### src/rtl/cfg_xact_pkg.sv
package cfg_xact_pkg;
  localparam int unsigned OFS_W  = 12;
  localparam int unsigned WORD_W = 32;

  localparam logic [OFS_W-1:0] OFS_REV  = 12'h000;
  localparam logic [OFS_W-1:0] OFS_TMO  = 12'h010;
  localparam logic [OFS_W-1:0] OFS_CMDA = 12'h100;
  localparam logic [OFS_W-1:0] OFS_CMDB = 12'h104;
  localparam logic [OFS_W-1:0] OFS_WDAT = 12'h108;
  localparam logic [OFS_W-1:0] OFS_RDAT = 12'h140;

  localparam logic [WORD_W-1:0] REV_WORD = 32'h66C0_0100;

  localparam int unsigned BIT_BUSY  = 31;
  localparam int unsigned BIT_DIR   = 30;
  localparam int unsigned BIT_TOF   = 29;
  localparam int unsigned BIT_GFLAG = 31;
  localparam int unsigned BE_LSB    = 28;

  typedef enum logic [1:0] {
    ST_IDLE = 2'd0,
    ST_REQ  = 2'd1,
    ST_WAIT = 2'd2
  } xact_state_e;
endpackage

### src/rtl/cfg_xact_wdog.sv
module cfg_xact_wdog #(
  parameter int unsigned PERIOD_W = 16
) (
  input  logic                clk,
  input  logic                rst,
  input  logic                load,
  input  logic                run,
  input  logic [PERIOD_W-1:0] period,
  output logic                expire
);
  localparam logic [PERIOD_W-1:0] ONE = PERIOD_W'(1);

  logic [PERIOD_W-1:0] cnt_q;

  always_ff @(posedge clk) begin
    if (rst) begin
      cnt_q <= '0;
    end else if (load) begin
      cnt_q <= (period == '0) ? ONE : period;
    end else if (run && (cnt_q > ONE)) begin
      cnt_q <= cnt_q - ONE;
    end
  end

  assign expire = run && (cnt_q == ONE);

  // counter is never empty while a transaction is open
  assert_cnt_live_R7: assert property (@(posedge clk) disable iff (rst)
    run |-> (cnt_q != '0));
endmodule

### src/rtl/cfg_xact_seq.sv
module cfg_xact_seq
  import cfg_xact_pkg::*;
(
  input  logic clk,
  input  logic rst,
  input  logic launch,
  input  logic req_ready,
  input  logic rsp_valid,
  input  logic expire,
  output logic busy,
  output logic req_valid,
  output logic xact_ok,
  output logic xact_tmo
);
  xact_state_e state_q;
  logic        req_valid_q;

  always_comb begin
    xact_ok  = (state_q == ST_WAIT) && rsp_valid;
    xact_tmo = expire && !xact_ok;
  end

  always_ff @(posedge clk) begin
    if (rst) begin
      state_q     <= ST_IDLE;
      req_valid_q <= 1'b0;
    end else begin
      case (state_q)
        ST_IDLE: if (launch) begin
          state_q     <= ST_REQ;
          req_valid_q <= 1'b1;
        end
        ST_REQ: if (xact_tmo) begin
          state_q     <= ST_IDLE;
          req_valid_q <= 1'b0;
        end else if (req_ready) begin
          state_q     <= ST_WAIT;
          req_valid_q <= 1'b0;
        end
        ST_WAIT: if (xact_ok || xact_tmo) begin
          state_q <= ST_IDLE;
        end
        default: begin
          state_q     <= ST_IDLE;
          req_valid_q <= 1'b0;
        end
      endcase
    end
  end

  assign busy      = (state_q != ST_IDLE);
  assign req_valid = req_valid_q;

  assert_req_hold_R3: assert property (@(posedge clk) disable iff (rst)
    (req_valid && !req_ready && !expire) |=> req_valid);

  assert_single_req_R5: assert property (@(posedge clk) disable iff (rst)
    (req_valid && req_ready) |=> !req_valid);

  assert_close_idle_R5: assert property (@(posedge clk) disable iff (rst)
    (xact_ok || xact_tmo) |=> !busy);
endmodule

### src/rtl/cfg_xact_regs.sv
module cfg_xact_regs
  import cfg_xact_pkg::*;
#(
  parameter int unsigned THREAD_W   = 16,
  parameter int unsigned WADDR_W    = 16,
  parameter int unsigned BE_W       = 4,
  parameter int unsigned PERIOD_W   = 16,
  parameter int unsigned RST_PERIOD = 1024
) (
  input  logic                clk,
  input  logic                rst,
  input  logic                host_wr_en,
  input  logic                host_rd_en,
  input  logic [OFS_W-1:0]    host_addr,
  input  logic [WORD_W-1:0]   host_wdata,
  output logic [WORD_W-1:0]   host_rdata,
  input  logic                busy,
  input  logic                xact_ok,
  input  logic                xact_tmo,
  input  logic [WORD_W-1:0]   rsp_rdata,
  output logic                launch,
  output logic [PERIOD_W-1:0] period,
  output logic                cmd_dir,
  output logic [THREAD_W-1:0] cmd_thread,
  output logic [WADDR_W-1:0]  cmd_addr,
  output logic [BE_W-1:0]     cmd_byten,
  output logic [WORD_W-1:0]   cmd_wdata
);
  logic [PERIOD_W-1:0] period_q;
  logic                gflag_q, tof_q, dir_q;
  logic [THREAD_W-1:0] thread_q;
  logic [WADDR_W-1:0]  addr_q;
  logic [BE_W-1:0]     byten_q;
  logic [WORD_W-1:0]   wdata_q, rdata_q, host_rdata_q, rd_word;
  logic                wr_tmo, wr_cmda, wr_cmdb, wr_wdat;
  logic                unused_bits;

  assign unused_bits = ^host_wdata;

  always_comb begin
    wr_tmo  = host_wr_en && (host_addr == OFS_TMO);
    wr_cmda = host_wr_en && (host_addr == OFS_CMDA) && !busy;
    wr_cmdb = host_wr_en && (host_addr == OFS_CMDB) && !busy;
    wr_wdat = host_wr_en && (host_addr == OFS_WDAT) && !busy;
    launch  = wr_cmda && host_wdata[BIT_BUSY];
  end

  always_comb begin
    rd_word = '0;
    case (host_addr)
      OFS_REV:  rd_word = REV_WORD;
      OFS_TMO: begin
        rd_word[BIT_GFLAG]      = gflag_q;
        rd_word[PERIOD_W-1:0]   = period_q;
      end
      OFS_CMDA: begin
        rd_word[BIT_BUSY]       = busy;
        rd_word[BIT_DIR]        = dir_q;
        rd_word[BIT_TOF]        = tof_q;
        rd_word[THREAD_W-1:0]   = thread_q;
      end
      OFS_CMDB: begin
        rd_word[BE_LSB +: BE_W] = byten_q;
        rd_word[WADDR_W-1:0]    = addr_q;
      end
      OFS_WDAT: rd_word = wdata_q;
      OFS_RDAT: rd_word = rdata_q;
      default:  rd_word = '0;
    endcase
  end

  always_ff @(posedge clk) begin
    if (rst) begin
      period_q     <= PERIOD_W'(RST_PERIOD);
      gflag_q      <= 1'b0;
      tof_q        <= 1'b0;
      dir_q        <= 1'b0;
      thread_q     <= '0;
      addr_q       <= '0;
      byten_q      <= '0;
      wdata_q      <= '0;
      rdata_q      <= '0;
      host_rdata_q <= '0;
    end else begin
      if (wr_tmo) period_q <= host_wdata[PERIOD_W-1:0];
      if (xact_tmo)    gflag_q <= 1'b1;
      else if (wr_tmo) gflag_q <= host_wdata[BIT_GFLAG];
      if (xact_tmo)     tof_q <= 1'b1;
      else if (wr_cmda) tof_q <= host_wdata[BIT_TOF];
      if (wr_cmda) begin
        dir_q    <= host_wdata[BIT_DIR];
        thread_q <= host_wdata[THREAD_W-1:0];
      end
      if (wr_cmdb) begin
        byten_q <= host_wdata[BE_LSB +: BE_W];
        addr_q  <= host_wdata[WADDR_W-1:0];
      end
      if (wr_wdat) wdata_q <= host_wdata;
      if (xact_ok && dir_q) rdata_q <= rsp_rdata;
      if (host_rd_en) host_rdata_q <= rd_word;
    end
  end

  assign host_rdata = host_rdata_q;
  assign period     = period_q;
  assign cmd_dir    = dir_q;
  assign cmd_thread = thread_q;
  assign cmd_addr   = addr_q;
  assign cmd_byten  = byten_q;
  assign cmd_wdata  = wdata_q;

  assert_cmd_frozen_R4: assert property (@(posedge clk) disable iff (rst)
    busy |=> $stable({dir_q, thread_q, addr_q, byten_q, wdata_q}));

  assert_gflag_sticky_R9: assert property (@(posedge clk) disable iff (rst)
    (gflag_q && !(host_wr_en && (host_addr == OFS_TMO) && !host_wdata[BIT_GFLAG]))
      |=> gflag_q);

  assert_tmo_flags_R7: assert property (@(posedge clk) disable iff (rst)
    xact_tmo |=> (gflag_q && tof_q));
endmodule

### src/rtl/cfg_xact_proxy.sv
module cfg_xact_proxy
  import cfg_xact_pkg::*;
#(
  parameter int unsigned THREAD_W   = 16,
  parameter int unsigned WADDR_W    = 16,
  parameter int unsigned BE_W       = 4,
  parameter int unsigned PERIOD_W   = 16,
  parameter int unsigned RST_PERIOD = 1024
) (
  input  logic                clk,
  input  logic                rst,
  input  logic                host_wr_en,
  input  logic                host_rd_en,
  input  logic [OFS_W-1:0]    host_addr,
  input  logic [WORD_W-1:0]   host_wdata,
  output logic [WORD_W-1:0]   host_rdata,
  output logic                req_valid,
  input  logic                req_ready,
  output logic                req_dir,
  output logic [THREAD_W-1:0] req_thread,
  output logic [WADDR_W-1:0]  req_addr,
  output logic [BE_W-1:0]     req_byten,
  output logic [WORD_W-1:0]   req_wdata,
  input  logic                rsp_valid,
  input  logic [WORD_W-1:0]   rsp_rdata
);
  logic                busy, launch, xact_ok, xact_tmo, expire;
  logic [PERIOD_W-1:0] period;

  cfg_xact_regs #(
    .THREAD_W(THREAD_W), .WADDR_W(WADDR_W), .BE_W(BE_W),
    .PERIOD_W(PERIOD_W), .RST_PERIOD(RST_PERIOD)
  ) regs_i (
    .clk(clk), .rst(rst),
    .host_wr_en(host_wr_en), .host_rd_en(host_rd_en),
    .host_addr(host_addr), .host_wdata(host_wdata), .host_rdata(host_rdata),
    .busy(busy), .xact_ok(xact_ok), .xact_tmo(xact_tmo), .rsp_rdata(rsp_rdata),
    .launch(launch), .period(period),
    .cmd_dir(req_dir), .cmd_thread(req_thread), .cmd_addr(req_addr),
    .cmd_byten(req_byten), .cmd_wdata(req_wdata)
  );

  cfg_xact_seq seq_i (
    .clk(clk), .rst(rst), .launch(launch), .req_ready(req_ready),
    .rsp_valid(rsp_valid), .expire(expire), .busy(busy),
    .req_valid(req_valid), .xact_ok(xact_ok), .xact_tmo(xact_tmo)
  );

  cfg_xact_wdog #(.PERIOD_W(PERIOD_W)) wdog_i (
    .clk(clk), .rst(rst), .load(launch), .run(busy),
    .period(period), .expire(expire)
  );
endmodule

### config.mk
export PLATFORM = sky130hd
export DESIGN_NAME = cfg_xact_proxy
export DESIGN_NICKNAME = d
export VERILOG_FILES = /design/src/rtl/cfg_xact_pkg.sv /design/src/rtl/cfg_xact_wdog.sv /design/src/rtl/cfg_xact_seq.sv /design/src/rtl/cfg_xact_regs.sv /design/src/rtl/cfg_xact_proxy.sv
export SDC_FILE = /design/constraint.sdc
export NUM_CORES = 1
export LEC_CHECK = 0
export BUFFER_PORTS_ARGS = -buffer_cell sky130_fd_sc_hd__buf_2
export CORE_MARGIN = 4
export CORE_UTILIZATION = 57
export DETAILED_ROUTE_END_ITERATION = 16
export GPL_TIMING_DRIVEN = 0
export PLACE_DENSITY = 0.92
export SLEW_MARGIN = 40
export SYNTH_ARGS = -nofsm -noshare
export SYNTH_HDL_FRONTEND = slang
export SYNTH_SLANG_ARGS = --single-unit
### constraint.sdc
create_clock -name clk -period 4 [get_ports clk]
set_input_delay 0.8 -clock clk [delete_from_list [all_inputs] [get_ports clk]]
set_output_delay 0.8 -clock clk [all_outputs]
set_load 0.1 [all_outputs]
==> results of run 1 <==
-- layout by cell type, fill, tap and decap left out, types with 4 or more instances in the layout --
master / n
nand3_1: 9
a31o_1: 8
nand2_1: 259
or3_1: 4
nor2_1: 33
nor4_1: 6
clkbuf_16: 17
xor2_1: 11
buf_6: 6
o21ai_0: 14
nor3_1: 25
and3_1: 7
a31o_2: 4
a31oi_1: 4
nand2b_1: 15
dfxtp_1: 170
a22oi_1: 37
a221oi_1: 6
clkinv_2: 5
mux2_2: 15
a211oi_1: 14
a21oi_1: 143
buf_4: 5
clkbuf_1: 52
nor2b_1: 5
buf_2: 188
-- logic make-up (layout without fill, tap and decap cells) --
kind of cell,Yosys count,in the layout,share of synthesized area
simple gates,390,390,0.240
compound gates,250,250,0.207
flops,170,170,0.464
buf+inv,73,283,0.0476
mux,15,15,0.0230
xor+xnor,12,12,0.0143
fa+ha+maj,2,2,0.00341
other cells,0,1,0
-- power by group through the flow --
stage	clock network, W	registers [W]	logic [W]
after global placement	0	0.00174	0.000173
after global routing	0.00154	0.00170	0.000189
final	0.00148	0.00170	0.000183
after floorplan	0	0.00176	0.0000597
after CTS	0.00146	0.00170	0.000176
after detailed placement	0	0.00174	0.000175
-- path summary, 6_finish.rpt --
kind,cells past startpoint,end,startpoint
worst min-delay path,2,regs_i.rdata_q[2],regs_i.rdata_q[2]
worst max register to register,8,regs_i.cmd_thread[8],seq_i.state_q[1]
worst max-delay path,9,regs_i.cmd_thread[8],host_addr[1]
worst min register to register,2,regs_i.rdata_q[2],regs_i.rdata_q[2]
-- layout make-up --
cell class | count | area share
well taps | 172 | 0.0240
inverters | 3 | 0.00126
clock buffers | 23 | 0.0522
clock inverters | 8 | 0.00530
diodes | 1 | 0.000279
plain buffers | 70 | 0.0377
multi-input cells | 669 | 0.400
flip-flops and latches | 170 | 0.380
repair buffers | 179 | 0.0999
-- layer usage --
| layer | up-vias | GRT usage |
|---|---|---|
| met5 | - | 0 |
| met2 | 620 | 0.534 |
| met4 | 0 | 0.186 |
| met3 | 131 | 0.0760 |
| met1 | 3769 | 0.436 |
| li1 | 3576 | - |
-- stage by stage --
step	setup slack (ns)	power, W	std cells	utilization	cell area, um^2
2_1_floorplan	1.11	0.00182	912	-	7330
5_1_grt	0.808	0.00343	1295	0.711	8970
3_3_place_gp	0.383	0.00191	1263	0.669	8440
3_5_place_dp	0.546	0.00191	1263	0.670	8450
6_report	0.879	0.00336	1295	0.711	8970
4_1_cts	0.966	0.00334	1294	0.710	8960
-- worst max-delay path, cell delays in order --
cell and delay [ns]:
buf_2 0.09, or4_4 0.58, or3b_1 0.41, buf_6 0.16, nor4_4 0.33, nand2_1 0.39, clkbuf_1 0.36, nand2_1 0.17
a21oi_1 0.09
-- registers in the layout, indices dropped and copies added, names as in the netlist --
name and cells:
regs_i.cmd_wdata 32, regs_i.gflag_q 1, regs_i.period 16, regs_i.cmd_byten 4, seq_i.state_q 2, regs_i.rdata_q 32, regs_i.cmd_addr 16, regs_i.cmd_thread 16
seq_i.req_valid 1, regs_i.cmd_dir 1, regs_i.host_rdata 32, regs_i.tof_q 1, wdog_i.cnt_q 16
==> run metrics, run 1 <==
status=finished clean; post-DR wirelength/cell=20.0 um; Total GRT Usage=0.341; Worst R2R Setup Slack=approximately 1.5 ns; number of global-route vias before repair=approximately 7500; Main synth FF type=dfxtp_1; IO buf count=roughly 180; Clock Skews=around 0.0090 ns; IO Pins=184; First-pass DRT Iterations=6; mean post-synth cell area=roughly 8 um^2; ys async rst share=0; hpwl dp=18.2 mm; Seq/Total Area, Yosys=0.464; P_int=approximately 0.0026 W; Post-Synthesis Cells=a little over 900; period utilization=0.780; Die Span Y=between 100 and 150 um; DIE WIDTH=121 um; switch share=0.236; worst-case vdd ir drop=approximately 0.27 mV; Post-DRT Antenna Nets=0; Slew Limit Headroom=0.497; P_leak=about 3.5 nW; post-CTS setup buffers=0; setup TNS=0 ns; total number of vias=about 8100; Post-Syn Nets=roughly 1000; RSZ-0062 raised after global routing=no; Yosys top cell area share=0.464; synthesized flop and latch total=170; H-tree depth=4; footprint of the multi-input gates=around 3600 um^2; Slew Limit Fails=0; register share of total power=0.506; number of setup violations in the final report=0; power share of the clock group=0.440; Post-Syn Area=7330 um^2; pwr dens=approximately 370 nW/um^2; cts hold-fix bufs=0; CP Launch Type=primary input; Distinct cells, synth=between 50 and 60; count leader, synth=nand2_1; highest routing layer actually used=met4; core box area=roughly 13000 um^2; Sequential cell area=3400 um^2; Logic pwr share=0.054; clk sink count=170; layout cells sized above 1=0.228; TritonCTS clock tree=done; Final #Nets=between 1000 and 1500; Num CTS Buffers=17; GR Overflow Total=0; synth cell count leaders=nand2_1, dfxtp_1, a21oi_1, clkbuf_1, a22oi_1; full die area=about 15000 um^2; data arrival time of the critical path=approximately 3.4 ns; endpoint class of the critical path=flip-flop; largest net degree at the start of global routing=17; fillcell total=980; CTS clock-pin slew for the worst setup and hold paths=around 0.060 ns; WL met2=11.7 mm; detailed-route DRC error count=0; Setup CP Type=primary input to flip-flop; CTS root buf=clkbuf_16; met3 wire len=roughly 3.2 mm; placer congestion estimate=0.992; smallest hold slack=about 0.46 ns; worst skew pair latency=between 0.4 and 0.5 ns; HP Class=flip-flop to flip-flop; leading area contributor after synthesis=dfxtp_1; fmax=between 0.3 and 0.4 GHz; Critical Path RT=roughly 4.3 ns; Cell Rows=41; DR iter-0 viols=roughly 1200; cts repair resizes=0; initial antenna violation count=1; M1 wire length=about 9.5 mm; global-route wire length before repair=between 30 and 40 mm; Min Clock Period, post-route=roughly 3.1 ns; drt total wl=25.9 mm; Final Hold Fails=0; CP max FO=10; synth top area cells=dfxtp_1, nand2_1, a21oi_1; synthesis-to-finish area growth=22.3%; Post-synth EDFFs=0; synth warn=0; Initial Util=0.581; vias per cell=between 6 and 7; Sw Pwr=0.000792 W; Tightest Pin Transition=around 0.75 ns; Max Root-Sink Buffers=2; number of max-cap violations=0
No activity file was read; power rests on OpenSTA's default activity.
==> run 2, diff against run 1 <==
Settings changed: ABC_AREA set to 1, CORE_UTILIZATION 57 to 54, PLACE_DENSITY 0.92 to 0.87.
Clock period 4 ns to 3 ns, I/O delays scaled along.
==> run metrics, run 2 <==
fillcell total=around 1200; Total GRT Usage=0.327; Distinct cells, synth=36; core box area=around 14000 um^2; Yosys top cell area share=0.434; simple logic cell fraction of the synthesized area=0.252; Max Root-Sink Buffers=2; Synth Area in Compound Gates=0.198; synth warn=0; vias per cell=just under 6; count leader, synth=nand2_1; HP Class=primary input to flip-flop; Final Hold Fails=0; Final #Nets=1414; Initial Util=0.559; First-pass DRT Iterations=6; initial antenna violation count=0; P_leak=between 4 and 5 nW; DIE WIDTH=129 um; RSZ-0062 raised after global routing=no; post-CTS setup buffers=0; drt total wl=27.8 mm; Synth Area in XOR/XNOR=0.00781; IO buf count=181; synth cell count leaders=nand2_1, dfxtp_1, a21oi_1, inv_1, o21ai_0; post-DR wirelength/cell=about 18 um; leading cell type in the layout, fill and taps excluded=nand2_1; Clock Skews=between 0.007 and 0.008 ns; Post-Synth Adder-Cell Area=0.00319; H-tree depth=4; CP Launch Type=flip-flop; Cell Rows=between 40 and 50; status=finished clean; CTS root buf=clkbuf_16; synth top area cells=dfxtp_1, nand2_1, a21oi_1; ys async rst share=0; mean post-synth cell area=6.94 um^2; layout cells sized above 1=0.202; Post-Synthesis Cells=between 1000 and 1500; Slew Limit Headroom=0.546; CP max FO=10; GR Overflow Total=0; largest net degree at the start of global routing=17; n_diodes=0; leading area contributor after synthesis=dfxtp_1; main combinational cell family by area after synthesis=simple AND/OR/NAND/NOR gates; number of setup violations in the final report=0; global-route wire length before repair=~42 mm; synthesis-to-finish area growth=22.0%; GR Util met3=0.0768; period utilization=0.727; total number of vias=between 8000 and 9000; IO Pins=around 180; pwr dens=between 500 and 600 nW/um^2; cts repair resizes=0; Post-DRT Antenna Nets=0; worst-case vdd ir drop=between 0.4 and 0.5 mV; Top Usage Layer GRT=met2; Die Span Y=around 130 um; TritonCTS clock tree=done; full die area=about 17000 um^2; Final Util=0.682; GR Util met1=0.416; Slew Limit Fails=0; Post-Syn Nets=between 1000 and 1500; Seq/Total Area, Yosys=0.434; mux cell area share after synthesis=0; Min Clock Period, post-route=2.18 ns; setup TNS=0 ns; number of max-cap violations=0; Post-Syn Area=7850 um^2; cts hold-fix bufs=0; worst skew pair latency=between 0.4 and 0.5 ns; endpoint class of the critical path=flip-flop; Tightest Pin Transition=roughly 0.7 ns; hpwl dp=just over 20 mm; met2 Track Usage GR=0.515; placer congestion estimate=~1; clk sink count=170; most frequent cells in the layout=nand2_1, buf_2, dfxtp_1; synthesized flop and latch total=170; Post-synth EDFFs=0; data arrival time of the critical path=~2.5 ns; CTS clock-pin slew for the worst setup and hold paths=0.06 ns; Critical Path RT=approximately 3.3 ns; number of global-route vias before repair=between 8000 and 9000; DR iter-0 viols=1149; detailed-route DRC error count=0; Setup CP Type=flip-flop to flip-flop; fmax=0.458 GHz; Num CTS Buffers=17; Main synth FF type=dfxtp_1
-- run 2: changes by cell type after synthesis, moves of 12 or more --
cell | previous run | this run
o22ai_1 | 0 | 13
a21oi_1 | 143 | 155
nand2_1 | 259 | 221
nand3_1 | 9 | 105
a22oi_1 | 37 | 0
inv_1 | 3 | 140
a211oi_1 | 14 | 0
mux2_2 | 15 | 0
nor2_1 | 33 | 69
o21ai_0 | 15 | 117
nand2b_1 | 15 | 0
nor3_1 | 25 | 2
-- run 2: critical path, cell delays in order, from the launching register on --
cell and delay (ns):
dfxtp_1 0.32, inv_1 0.08, nand2_1 0.15, nor2_2 0.31
nand3_1 0.43, clkbuf_1 0.43, o21ai_0 0.28, a21oi_1 0.06
-- run 2: power breakdown --
group	internal [W]	switching (W)	total, W
sequential	0.00228	0.0000261	0.00231
combinational	0.000212	0.000414	0.000626
clock	0.00136	0.000909	0.00227
-- run 2: layer usage --
layer,wire (um),up-vias
li1,-,4087
met1,10300,3925
met2,12400,665
met3,3770,134
met4,1340,2
met5,26,-
-- run 2: logic make-up after synthesis --
group	after synthesis
AOI/OAI and AO/OA	304
xor gates and xnor gates	7
adders and majority gates	2
buffers and inverters	209
DFF	170
and+or+nand+nor	438
-- run 2: cell type report --
| class | instances | area, um^2 | area share |
|---|---|---|---|
| repair buffers | 181 | 906 | 0.0946 |
| well taps | 180 | 225 | 0.0235 |
| multi-input cells | 751 | 3620 | 0.378 |
| flip-flops and latches | 170 | 3400 | 0.356 |
| inverters | 146 | 548 | 0.0572 |
| plain buffers | 63 | 278 | 0.0290 |
| clock buffers | 23 | 478 | 0.0499 |
| clock inverters | 8 | 118 | 0.0123 |
-- run 2: path summary, 6_finish.rpt --
| kind | startpoint | slack, ns | endpoint | depth (start not counted) |
|---|---|---|---|---|
| worst min register to register | regs_i.rdata_q[18] | 0.46 | regs_i.rdata_q[18] | 2 |
| worst max register to register | seq_i.state_q[0] | 0.82 | regs_i.cmd_thread[14] | 7 |
| worst min-delay path | rsp_rdata[29] | 0.42 | regs_i.rdata_q[29] | 3 |
| worst max-delay path | seq_i.state_q[0] | 0.82 | regs_i.cmd_thread[14] | 7 |
-- run 2: stage by stage --
step                      cell area, um^2  setup slack (ns)  hold WS [ns]  total power (W)  cells
after floorplan                      7850              1.18         0.430          0.00277   1130
after global placement               8980             0.622         0.441          0.00294   1491
after detailed placement             8980             0.573         0.447          0.00296   1491
after CTS                            9570             0.953         0.423          0.00517   1522
after global routing                 9570             0.796         0.436          0.00535   1522
final                                9570             0.819         0.423          0.00521   1522
==> run 3, diff against run 2 <==
Clock period 3 ns to 2.1 ns, I/O delays scaled along.
==> run metrics, run 3 (synthesis results as in run 2) <==
highest routing layer actually used=met4; total number of vias=about 8900; hpwl dp=just over 20 mm; WL met2=12.3 mm; Total GRT Usage=0.327; First-pass DRT Iterations=6; number of max-cap violations=0; IO buf count=181; drt total wl=approximately 28 mm; post-DR wirelength/cell=18.2 um; leading cell type in the layout, fill and taps excluded=nand2_1; Slew Limit Fails=0; clk sink count=170; largest net degree at the start of global routing=17; vias per cell=5.83; CTS clock-pin slew for the worst setup and hold paths=0.06 ns; IO Pins=between 150 and 200; Clock Skews=between 0.006 and 0.007 ns; Cell Rows=43; period utilization=0.957; Final Hold Fails=0; n_diodes=0; TritonCTS clock tree=done; CTS root buf=clkbuf_16; detailed-route DRC error count=0; Num CTS Buffers=17; HP Class=primary input to flip-flop; initial antenna violation count=0; synthesis-to-finish area growth=22.1%; global-route wire length before repair=between 40 and 50 mm; Post-DRT Antenna Nets=0; placer congestion estimate=approximately 1; Slew Limit Headroom=0.549; DIE WIDTH=between 100 and 150 um; Final #Nets=between 1000 and 1500; Min-Delay Path Depth=3; Final Util=0.682; reg2reg start=seq_i.state_q[1]; Tightest Pin Transition=0.676 ns; layout cells sized above 1=0.203; Initial Util=0.559; most frequent cells in the layout=nand2_1, buf_2, dfxtp_1; status=finished clean; Worst R2R Setup Slack=between 0.08 and 0.09 ns; Setup CP Type=flip-flop to flip-flop; H-tree depth=4; fmax=~0.50 GHz; Min-Delay Startpoint=rsp_rdata[29]; Max Root-Sink Buffers=2; post-CTS setup buffers=0; core box area=between 10000 and 15000 um^2; RSZ-0062 raised after global routing=no; met3 wire len=between 3 and 4 mm; number of setup violations in the final report=0; smallest hold slack=between 0.2 and 0.25 ns; CP max FO=10; endpoint class of the critical path=flip-flop; worst skew pair latency=about 0.45 ns; fillcell total=1156; M1 wire length=between 10 and 15 mm; Min Clock Period, post-route=2.01 ns; number of global-route vias before repair=8188; CP Launch Type=flip-flop; R2R Path End=regs_i.cmd_thread[13]; P_leak=4.25 nW; DR iter-0 viols=1014; Critical Path RT=approximately 2.4 ns; reg2reg path depth=7; data arrival time of the critical path=~2.3 ns; Die Span Y=between 100 and 150 um; pwr dens=roughly 780 nW/um^2; worst-case vdd ir drop=between 0.6 and 0.7 mV; Hold Path Sink=regs_i.rdata_q[29]; full die area=16500 um^2; GR Overflow Total=0
-- run 3: per-layer routing --
layer,global-route usage,vias up
li1,-,4095
met1,0.416,3956
met2,0.515,679
met3,0.0768,136
met4,0.180,0
met5,0,-
-- run 3: cell type report --
type                       count  area (um^2)  area share
buffer                        63          278      0.0290
sequential                   170         3400       0.355
multi-input combinational    751         3620       0.378
clock buffer                  23          478      0.0499
tap                          180          225      0.0235
timing repair buffer         181          906      0.0946
clock inverter                 8          118      0.0123
inverter                     146          548      0.0572
-- run 3: metrics by stage --
step / cell area, um^2 / power (W) / TNS [ns] / setup WS (ns) / cells
final: 9580 / 0.00743 / 0 / 0.0900 / 1522
after global routing: 9580 / 0.00765 / 0 / 0.000379 / 1522
after CTS: 9570 / 0.00739 / 0 / 0.0526 / 1522
after detailed placement: 8980 / 0.00423 / -0.692 / -0.147 / 1491
after global placement: 8980 / 0.00420 / -0.293 / -0.0985 / 1491
after floorplan: 7850 / 0.00396 / 0 / 0.284 / 1130
-- run 3: worst max-delay path by stage --
stage | from | endpoint
6_report | seq_i.state_q[1] | regs_i.cmd_thread[13]
2_1_floorplan | regs_i.cmd_dir | regs_i.rdata_q[17]
3_5_place_dp | host_addr[5] | regs_i.cmd_thread[13]
5_1_grt | wdog_i.cnt_q[0] | wdog_i.cnt_q[14]
4_1_cts | seq_i.state_q[1] | regs_i.cmd_thread[13]
3_3_place_gp | host_addr[5] | regs_i.cmd_thread[14]
-- run 3: repair_timing --
action,CTS,global route
hold endpoints to repair,0,0
endpoints found under the setup margin,0,9
hold buffers,0,0
gates resized for setup,0,2
-- run 3: worst max-delay path, stage by stage, from the launching register on --
cell and delay, ns:
dfxtp_1 0.35, inv_2 0.07, nand2_1 0.14, nor2_2 0.32, nand3_2 0.29, clkbuf_1 0.38
o21ai_0 0.27, a21oi_1 0.06
-- run 3: where the power goes --
group	total, W	switching, W	internal [W]	leakage [nW]
Combinational	0.000893	0.000590	0.000302	2.59
Clock	0.00324	0.00129	0.00195	0.293
Sequential	0.00330	0.0000374	0.00326	1.37
Total	0.00743	0.00192	0.00551	4.25
